<file path="config.mk">
export PLATFORM = sky130hd
export DESIGN_NAME = usb_pwr_seq
export DESIGN_NICKNAME = d
export VERILOG_FILES = /design/src/rtl/usb_pwr_seq.sv
export SDC_FILE = /design/constraint.sdc
export NUM_CORES = 1
export LEC_CHECK = 0
export ABC_AREA = 1
export BUFFER_PORTS_ARGS = -buffer_cell sky130_fd_sc_hd__clkbuf_2
export CAP_MARGIN = 40
export CORE_MARGIN = 2
export CORE_UTILIZATION = 51
export CTS_CLUSTER_DIAMETER = 50
export DETAILED_ROUTE_END_ITERATION = 12
export PLACE_DENSITY = 0.82
export SYNTH_ARGS = -nofsm -noshare
export SYNTH_HDL_FRONTEND = slang
export SYNTH_SLANG_ARGS = --single-unit
</file>
<file path="constraint.sdc">
create_clock -name clk -period 2.2 [get_ports clk]
set_input_delay 0.33 -clock clk [delete_from_list [all_inputs] [get_ports clk]]
set_output_delay 0.33 -clock clk [all_outputs]
set_load 0.01 [all_outputs]
</file>
<file path="src/rtl/usb_pwr_seq.sv">
module usb_pwr_seq #(
  parameter int CLK_HZ     = 24_000_000,
  parameter int CAP_W      = 4,
  parameter bit CAP_TENTHS = 1'b0,
  parameter int LOCK_TRIES = 8,
  parameter int CLK_GAP    = 4
) (
  input  logic             clk,
  input  logic             rst_pin_n,
  input  logic             bad_op,
  input  logic             pll_lock,
  input  logic             suspend,
  input  logic [CAP_W-1:0] cap_val,
  output logic             pll_en,
  output logic             dcdc_en,
  output logic             dcdc_lo,
  output logic             usb_clk_en,
  output logic             fcu_en,
  output logic             busy,
  output logic             done,
  output logic             lock_err,
  output logic [7:0]       syn_reg,
  output logic [7:0]       usb_reg
);
  localparam int RST_TICKS  = (CLK_HZ / 500_000 < 1) ? 1 : CLK_HZ / 500_000;
  localparam int UNIT_TICKS = (CLK_HZ / 10_000 < 1) ? 1 : CLK_HZ / 10_000;
  localparam int CAP_MAX    = (1 << CAP_W) - 1;
  localparam int SET_MAX    = CAP_TENTHS ? CAP_MAX + 10 : CAP_MAX * 10 + 10;
  localparam int UNIT_MAX   = (SET_MAX > 20) ? SET_MAX : 20;
  localparam int SUB_MAX    = (UNIT_TICKS > CLK_GAP) ? UNIT_TICKS : CLK_GAP;
  localparam int UW = $clog2(UNIT_MAX + 1);
  localparam int SW = $clog2(SUB_MAX + 1);
  localparam int RW = $clog2(RST_TICKS + 1);
  localparam int TW = $clog2(LOCK_TRIES + 1);

  typedef enum logic [2:0] {
    S_RST, S_PLL, S_POLL, S_RETRY, S_SETTLE, S_CLK, S_RUN
  } state_t;

  state_t         st, nxt;
  logic [RW-1:0]  lowcnt;
  logic [SW-1:0]  sub;
  logic [UW-1:0]  units;
  logic [TW-1:0]  fails;
  logic [UW-1:0]  settle;
  logic           restart, unit_end, cnt_en;

  assign restart  = bad_op | (!rst_pin_n && lowcnt == RW'(RST_TICKS));
  assign unit_end = (sub == SW'(UNIT_TICKS - 1));
  assign cnt_en   = st inside {S_PLL, S_RETRY, S_SETTLE, S_CLK};
  assign settle   = CAP_TENTHS ? UW'(cap_val) + UW'(10)
                               : UW'(cap_val) * UW'(10) + UW'(10);

  always_ff @(posedge clk) begin
    if (rst_pin_n) lowcnt <= '0;
    else if (lowcnt != RW'(RST_TICKS)) lowcnt <= lowcnt + RW'(1);
  end

  always_comb begin
    nxt = st;
    case (st)
      S_RST:    if (rst_pin_n) nxt = S_PLL;
      S_PLL:    if (unit_end && units == UW'(19)) nxt = S_POLL;
      S_POLL:   nxt = pll_lock ? S_SETTLE : S_RETRY;
      S_RETRY:  if (unit_end) nxt = S_POLL;
      S_SETTLE: if (unit_end && units == settle - UW'(1)) nxt = S_CLK;
      S_CLK:    if (sub == SW'(CLK_GAP - 1)) nxt = S_RUN;
      default:  nxt = st;
    endcase
    if (restart) nxt = S_RST;
  end

  always_ff @(posedge clk) begin
    st   <= nxt;
    done <= (st == S_CLK) && (nxt == S_RUN);
    if (nxt != st || !cnt_en) begin
      sub   <= '0;
      units <= '0;
    end else if (unit_end && st != S_CLK) begin
      sub   <= '0;
      units <= units + UW'(1);
    end else begin
      sub <= sub + SW'(1);
    end
    if (restart) begin
      fails    <= '0;
      lock_err <= 1'b0;
    end else if (st == S_POLL && !pll_lock) begin
      if (fails != TW'(LOCK_TRIES)) fails <= fails + TW'(1);
      if (fails == TW'(LOCK_TRIES - 1)) lock_err <= 1'b1;
    end
  end

  assign pll_en     = (st != S_RST);
  assign dcdc_en    = st inside {S_SETTLE, S_CLK, S_RUN};
  assign usb_clk_en = st inside {S_CLK, S_RUN};
  assign fcu_en     = (st == S_RUN);
  assign dcdc_lo    = fcu_en & suspend;
  assign busy       = (st != S_RST) && (st != S_RUN);
  assign syn_reg    = {pll_lock, 6'b0, pll_en};
  assign usb_reg    = {fcu_en, 1'b0, usb_clk_en, dcdc_en, dcdc_lo, 3'b0};
endmodule

</file>
* Yosys cells after proc, flatten, opt, wreduce, memory -nomap -nowiden
Cells that the tools add are included.
Storage, ports and cells: register bits after elaboration 35, input bits 9, output and inout port bits 24, word-level logic and storage cells 61
Cells by class: add/subtract/negate cells 6, multiply operators 1, equal/unequal tests 18, multiplexer cells 8, bitwise gates (word level) 2, reductions and logical operators 19
Operator list (count):
- 3-bit two-way mux | 7
- 3-bit case mux with 6 select lines | 1
- 12-bit by 1-bit adder with 12-bit output, second input constant | 1
- 12-bit equality test, second input constant | 1
- 12-bit by 2-bit equality test with 1-bit output, second input constant | 1
- 3-bit equality test, second input constant | 4
- 8-bit by 1-bit adder with 8-bit output, second input constant | 1
- 8-bit by 4-bit adder with 8-bit output, second input constant | 1
- 8-bit by 5-bit equality test with 1-bit output, second input constant | 1
- 8-bit equality test | 1
- 8-bit by 1-bit subtractor with 8-bit output, second input constant | 1
- 1-bit logical AND | 7
- 4-bit by 3-bit multiplier with 7-bit output, second input constant | 1
- 6-bit by 1-bit adder with 6-bit output, second input constant | 1
- 3-bit by 2-bit equality test with 1-bit output, second input constant | 2
- 6-bit equality test, second input constant | 1
- 3-bit != test, second input constant | 2
- 6-bit != test, second input constant | 1
- 3-bit nonzero test | 2
- 4-bit by 1-bit adder with 4-bit output, second input constant | 1
- 4-bit by 3-bit equality test with 1-bit output, second input constant | 1
- 4-bit != test, second input constant | 1
- 2-bit AND reduction | 2
- 4-bit nonzero test | 1
- 9 further kinds | 11

* Depth between registers and ports, before layout
depth in word-level cells 11, gate-level depth with buffers 20, mapped depth without buffers 19

* Least setup slack after synthesis
OpenSTA, ideal clock, no wires.
path kind input port to flip-flop, start point input cap_val[1], end point register sub[6], arrival 2219 ps, setup slack -136 ps, stages on the path 16, buffers on the path 1, cells stage by stage ha_1 -> ha_1 -> inv_1 -> fa_1 -> xor2_1 -> nand2_1 -> nand2_1 -> nor2_1 -> nand3_1 -> nand2_1 -> nand2_1 -> nand2_1 -> nand2_1 -> nand3_2 -> buf_6 -> nor2_2
On the way: word-level cells in the longest chain between the ends 11
RTL lines:
- start, declared | line 13 | input logic [CAP_W-1:0] cap_val,
- 4-bit by 3-bit multiplier with 7-bit output | line 52 | : UW'(cap_val) * UW'(10) + UW'(10);
- 8-bit by 4-bit adder with 8-bit output | line 52
- 8-bit by 1-bit subtractor with 8-bit output | line 66 | S_SETTLE: if (unit_end && units == settle - UW'(1)) nxt = S_CLK;
- 8-bit equality test | line 66
- 1-bit logical AND | line 66
- 3-bit two-way mux | line 66
- 3-bit case mux with 6 select lines | line 61 | case (st)
- 3-bit two-way mux | line 70 | if (restart) nxt = S_RST;
- 3-bit != test | line 76 | if (nxt != st || !cnt_en) begin
- 1-bit logical OR | line 76
- 2-bit OR reduction (no line)
- end signal, assigned | line 83 | sub <= sub + SW'(1);
- end, declared | line 42 | logic [SW-1:0] sub;
Every way passes these cells. A chain may end at the register's enable or synchronous reset.

* Final worst setup path
start point input cap_val[1], end point register sub[11]
Same word-level chain as after synthesis.

==> reports/qor.csv <==
stage,metric,value,unit
global_routing,total track usage,17.1,%
synthesis,post-synthesis instance area,2210,sq um
timing,"Min Clock Period, post-route",2270,ps
place,gpl congestion,0.830,
floorplan,floorplan row count,23,
timing,final worst slack,-72.1,ps
global_routing,grt met3 use,3.46,%
run,# Max-Cap Violations,0,
finish,Layout Nets,372,
finish,post-layout util,62.6,%
finish,most frequent cells in the layout,"nand2_1 (57), inv_1 (56), nor2_1 (46), dfxtp_1 (35), clkbuf_2 (20)",
pwr,P per Cell Area,532,nW/um^2
worst_setup_path,Bufs and invs on worst path,3,
global_routing,GRT Residual Overflow,0,
synthesis,Syn Inst Count,325,
route,routed vias/inst,4.82,
global_routing,largest net degree at the start of global routing,13,
worst_setup_path,Worst Path Arrival,2500,ps
route,final wirelength,4.22,mm
finish,"most common cell after layout, fill and taps aside",nand2_1,
clock_network,Post-CTS Setup Bufs,0,
synthesis,Seq cells post-synth,35,
timing,# setup viols final,12,
global_routing,first-pass GRT wire length,6.85,mm
clock_network,Sink Count,35,
clock_network,total CTS buffers,5,
clock_network,Clock transition at path regs,70,ps
place,Area after DPL,2360,sq um
route,ANT nets after route,0,
finish,ANT cells,0,
worst_setup_path,cell family with most CP delay,adder cells,
worst_setup_path,Worst Path Required,2430,ps
global_routing,met1 usage,21.6,%
floorplan,# IOs,33,
clock_network,CTS tree,done,
clock_network,worst skew pair latency,290,ps
worst_hold_path,Worst Hold Class,input pin to register,
floorplan,Die Wd,69.9,um
clock_network,Bufs on Longest Clock Path,2,
place,Setup WS pre-CTS,-422,ps
clock_network,cts hold-fix bufs,0,
worst_setup_path,Max stage delay on crit path,570,ps
worst_setup_path,"Worst Path Class, Setup",input pin to register,
global_routing,vias in the first global route,1689,
finish,synthesis-to-finish area growth,15.5,%
pwr,Peak VDD IR,381,uV
timing,RSZ-0062 raised after global routing,yes,
place,dpl hpwl,3.23,mm
floorplan,core area,4090,sq um
global_routing,initial antenna violation count,0,
route,Remaining DRCs,0,
run_status,status,finished with violations,
floorplan,Die ar.,4880,sq um
worst_setup_path,critical path startpoint category,input pin,
timing,f_max,440,MHz
synthesis,yosys warns,0,
worst_setup_path,crit-path cells,buf_8 -> ha_4 -> ha_4 -> inv_2 -> fa_2 -> xor2_1 -> nand2_1 -> nand2_1 -> nor2_1 -> nand3_1 -> nand2_2 -> nand2_2 -> nand2_2 -> nand2_4 -> nand3_4 -> clkbuf_16 -> nor2_2,
clock_network,H-tree levels,2,
timing,Fin. Hold Viols,0,
synthesis,Netlist cell types,29,
place,IO Port Bufs,22,
route,vias,1943,
synthesis,syn avg cell area,6.81,sq um
finish,design area,2560,sq um
synthesis,sequential area share after synthesis,31.7,%
worst_setup_path,Worst setup EP type,register,
pwr,Pleak,1.13,nW
worst_setup_path,Crit path top cell by count,nand2_2,
clock_network,Clock Tree Root,clkbuf_8,
worst_setup_path,crit path max fanout,6,
timing,Tcrit/Tclk final,103,%
route,Routed WL per cell,10.5,um
run_status,failing checks,setup timing,
floorplan,Initial Utilization,54.2,%
global_routing,met2 usage,29.0,%
global_routing,most used routing layer,met2,
timing,count of pins over their slew limit,0,
route,First-pass DRT Iterations,4,
finish,share of cells above drive strength 1,20.4,%
worst_setup_path,Worst path slowest cell,fa_2,
timing,Worst Skew,4.44,ps
route,First DRT Iteration DRCs,115,
floorplan,die height,69.9,um
-- final timing paths --
path                    end  cells past startpoint  startpoint  slack (ps)
hold / removal    lowcnt[5]                      2   rst_pin_n         230
setup reg to reg    sub[11]                     14      sub[0]          90
setup / recovery    sub[11]                     17  cap_val[1]         -70
hold reg to reg      sub[0]                      1      sub[0]         460
-- logic make-up (layout without fill, tap and decap cells) --
| kind of cell | Yosys count | in the layout | synth area share (%) |
|---|---|---|---|
| buffers and inverters | 75 | 94 | 15.8 |
| XOR/XNOR | 20 | 20 | 7.91 |
| flip-flops | 35 | 35 | 31.7 |
| other | 1 | 10 | 0.169 |
| AND/OR/NAND/NOR | 165 | 165 | 33.6 |
| AO/OA/AOI/OAI | 18 | 18 | 4.35 |
| adder cells (fa/ha/maj) | 11 | 11 | 6.56 |
-- metal layers --
layer  vias up  part of all wire [%]
met4         0                   1.1
li1       1027                     -
met1       867                    49
met3         5                   3.8
met5         -                     0
met2        44                    46
-- synth_stat cells --
cell type | n | share of area [%]
inv_1 | 57 | 9.7
nand3_1 | 18 | 4.1
or2_2 | 1 | 0.28
nor2_2 | 13 | 3.7
nand3b_1 | 1 | 0.34
fa_1 | 1 | 0.90
a21oi_1 | 6 | 1.4
nand2_2 | 3 | 0.85
nor4_1 | 2 | 0.57
buf_4 | 16 | 5.4
nand2_1 | 62 | 11
inv_2 | 1 | 0.17
xor2_1 | 13 | 5.1
buf_6 | 1 | 0.51
and3_1 | 1 | 0.28
xnor2_1 | 7 | 2.8
a31oi_1 | 1 | 0.28
conb_1 | 1 | 0.17
nand4_1 | 5 | 1.4
o22ai_1 | 1 | 0.28
nor2_1 | 50 | 8.5
nand3_2 | 3 | 1.4
dfxtp_1 | 35 | 32
nor3_1 | 4 | 0.90
nor3b_1 | 1 | 0.34
nor2_4 | 1 | 0.51
a31o_2 | 1 | 0.40
o21ai_0 | 9 | 2.0
ha_1 | 10 | 5.7
-- where the power goes --
| part | leakage, nW | switching [mW] | internal [mW] |
|---|---|---|---|
| Sequential | 0.283 | 0.00764 | 0.642 |
| Clock | 0.0515 | 0.228 | 0.286 |
| Combinational | 0.799 | 0.114 | 0.0837 |
| Total | 1.13 | 0.349 | 1.01 |
-- cell type report --
| class | instances | area [sq um] |
|---|---|---|
| well taps | 50 | 62.6 |
| multi-input cells | 224 | 1270 |
| inverters | 58 | 218 |
| repair buffers | 28 | 201 |
| flip-flops and latches | 35 | 701 |
| fillers | 356 | 1530 |
| clock buffers | 8 | 100 |
-- through the flow --
step                total power, mW  std cells  setup TNS [ps]  hold slack, ps
finish                         1.36        403            -663             235
global route                   1.42        403           -1950             242
CTS                            1.34        402            -305             236
detailed placement            0.834        394           -7570             436
global placement              0.828        394           -5500             429
floorplan                     0.802        334            -981             399
-- registers in the layout, summed over array words and instances, names as in the netlist --
signal / count
sub: 12
lowcnt: 6
st: 3
done: 1
units: 8
lock_err: 1
fails: 4
-- repair_timing --
| item | 4_1_cts | 5_1_grt |
|---|---|---|
| gates cloned | 0 | 1 |
| pin swaps | 1 | 10 |
| endpoints found under the hold margin | 0 | 0 |
| setup endpoints to repair | 20 | 20 |
| resized for setup | 4 | 16 |
(Power assumes the default switching activity.)
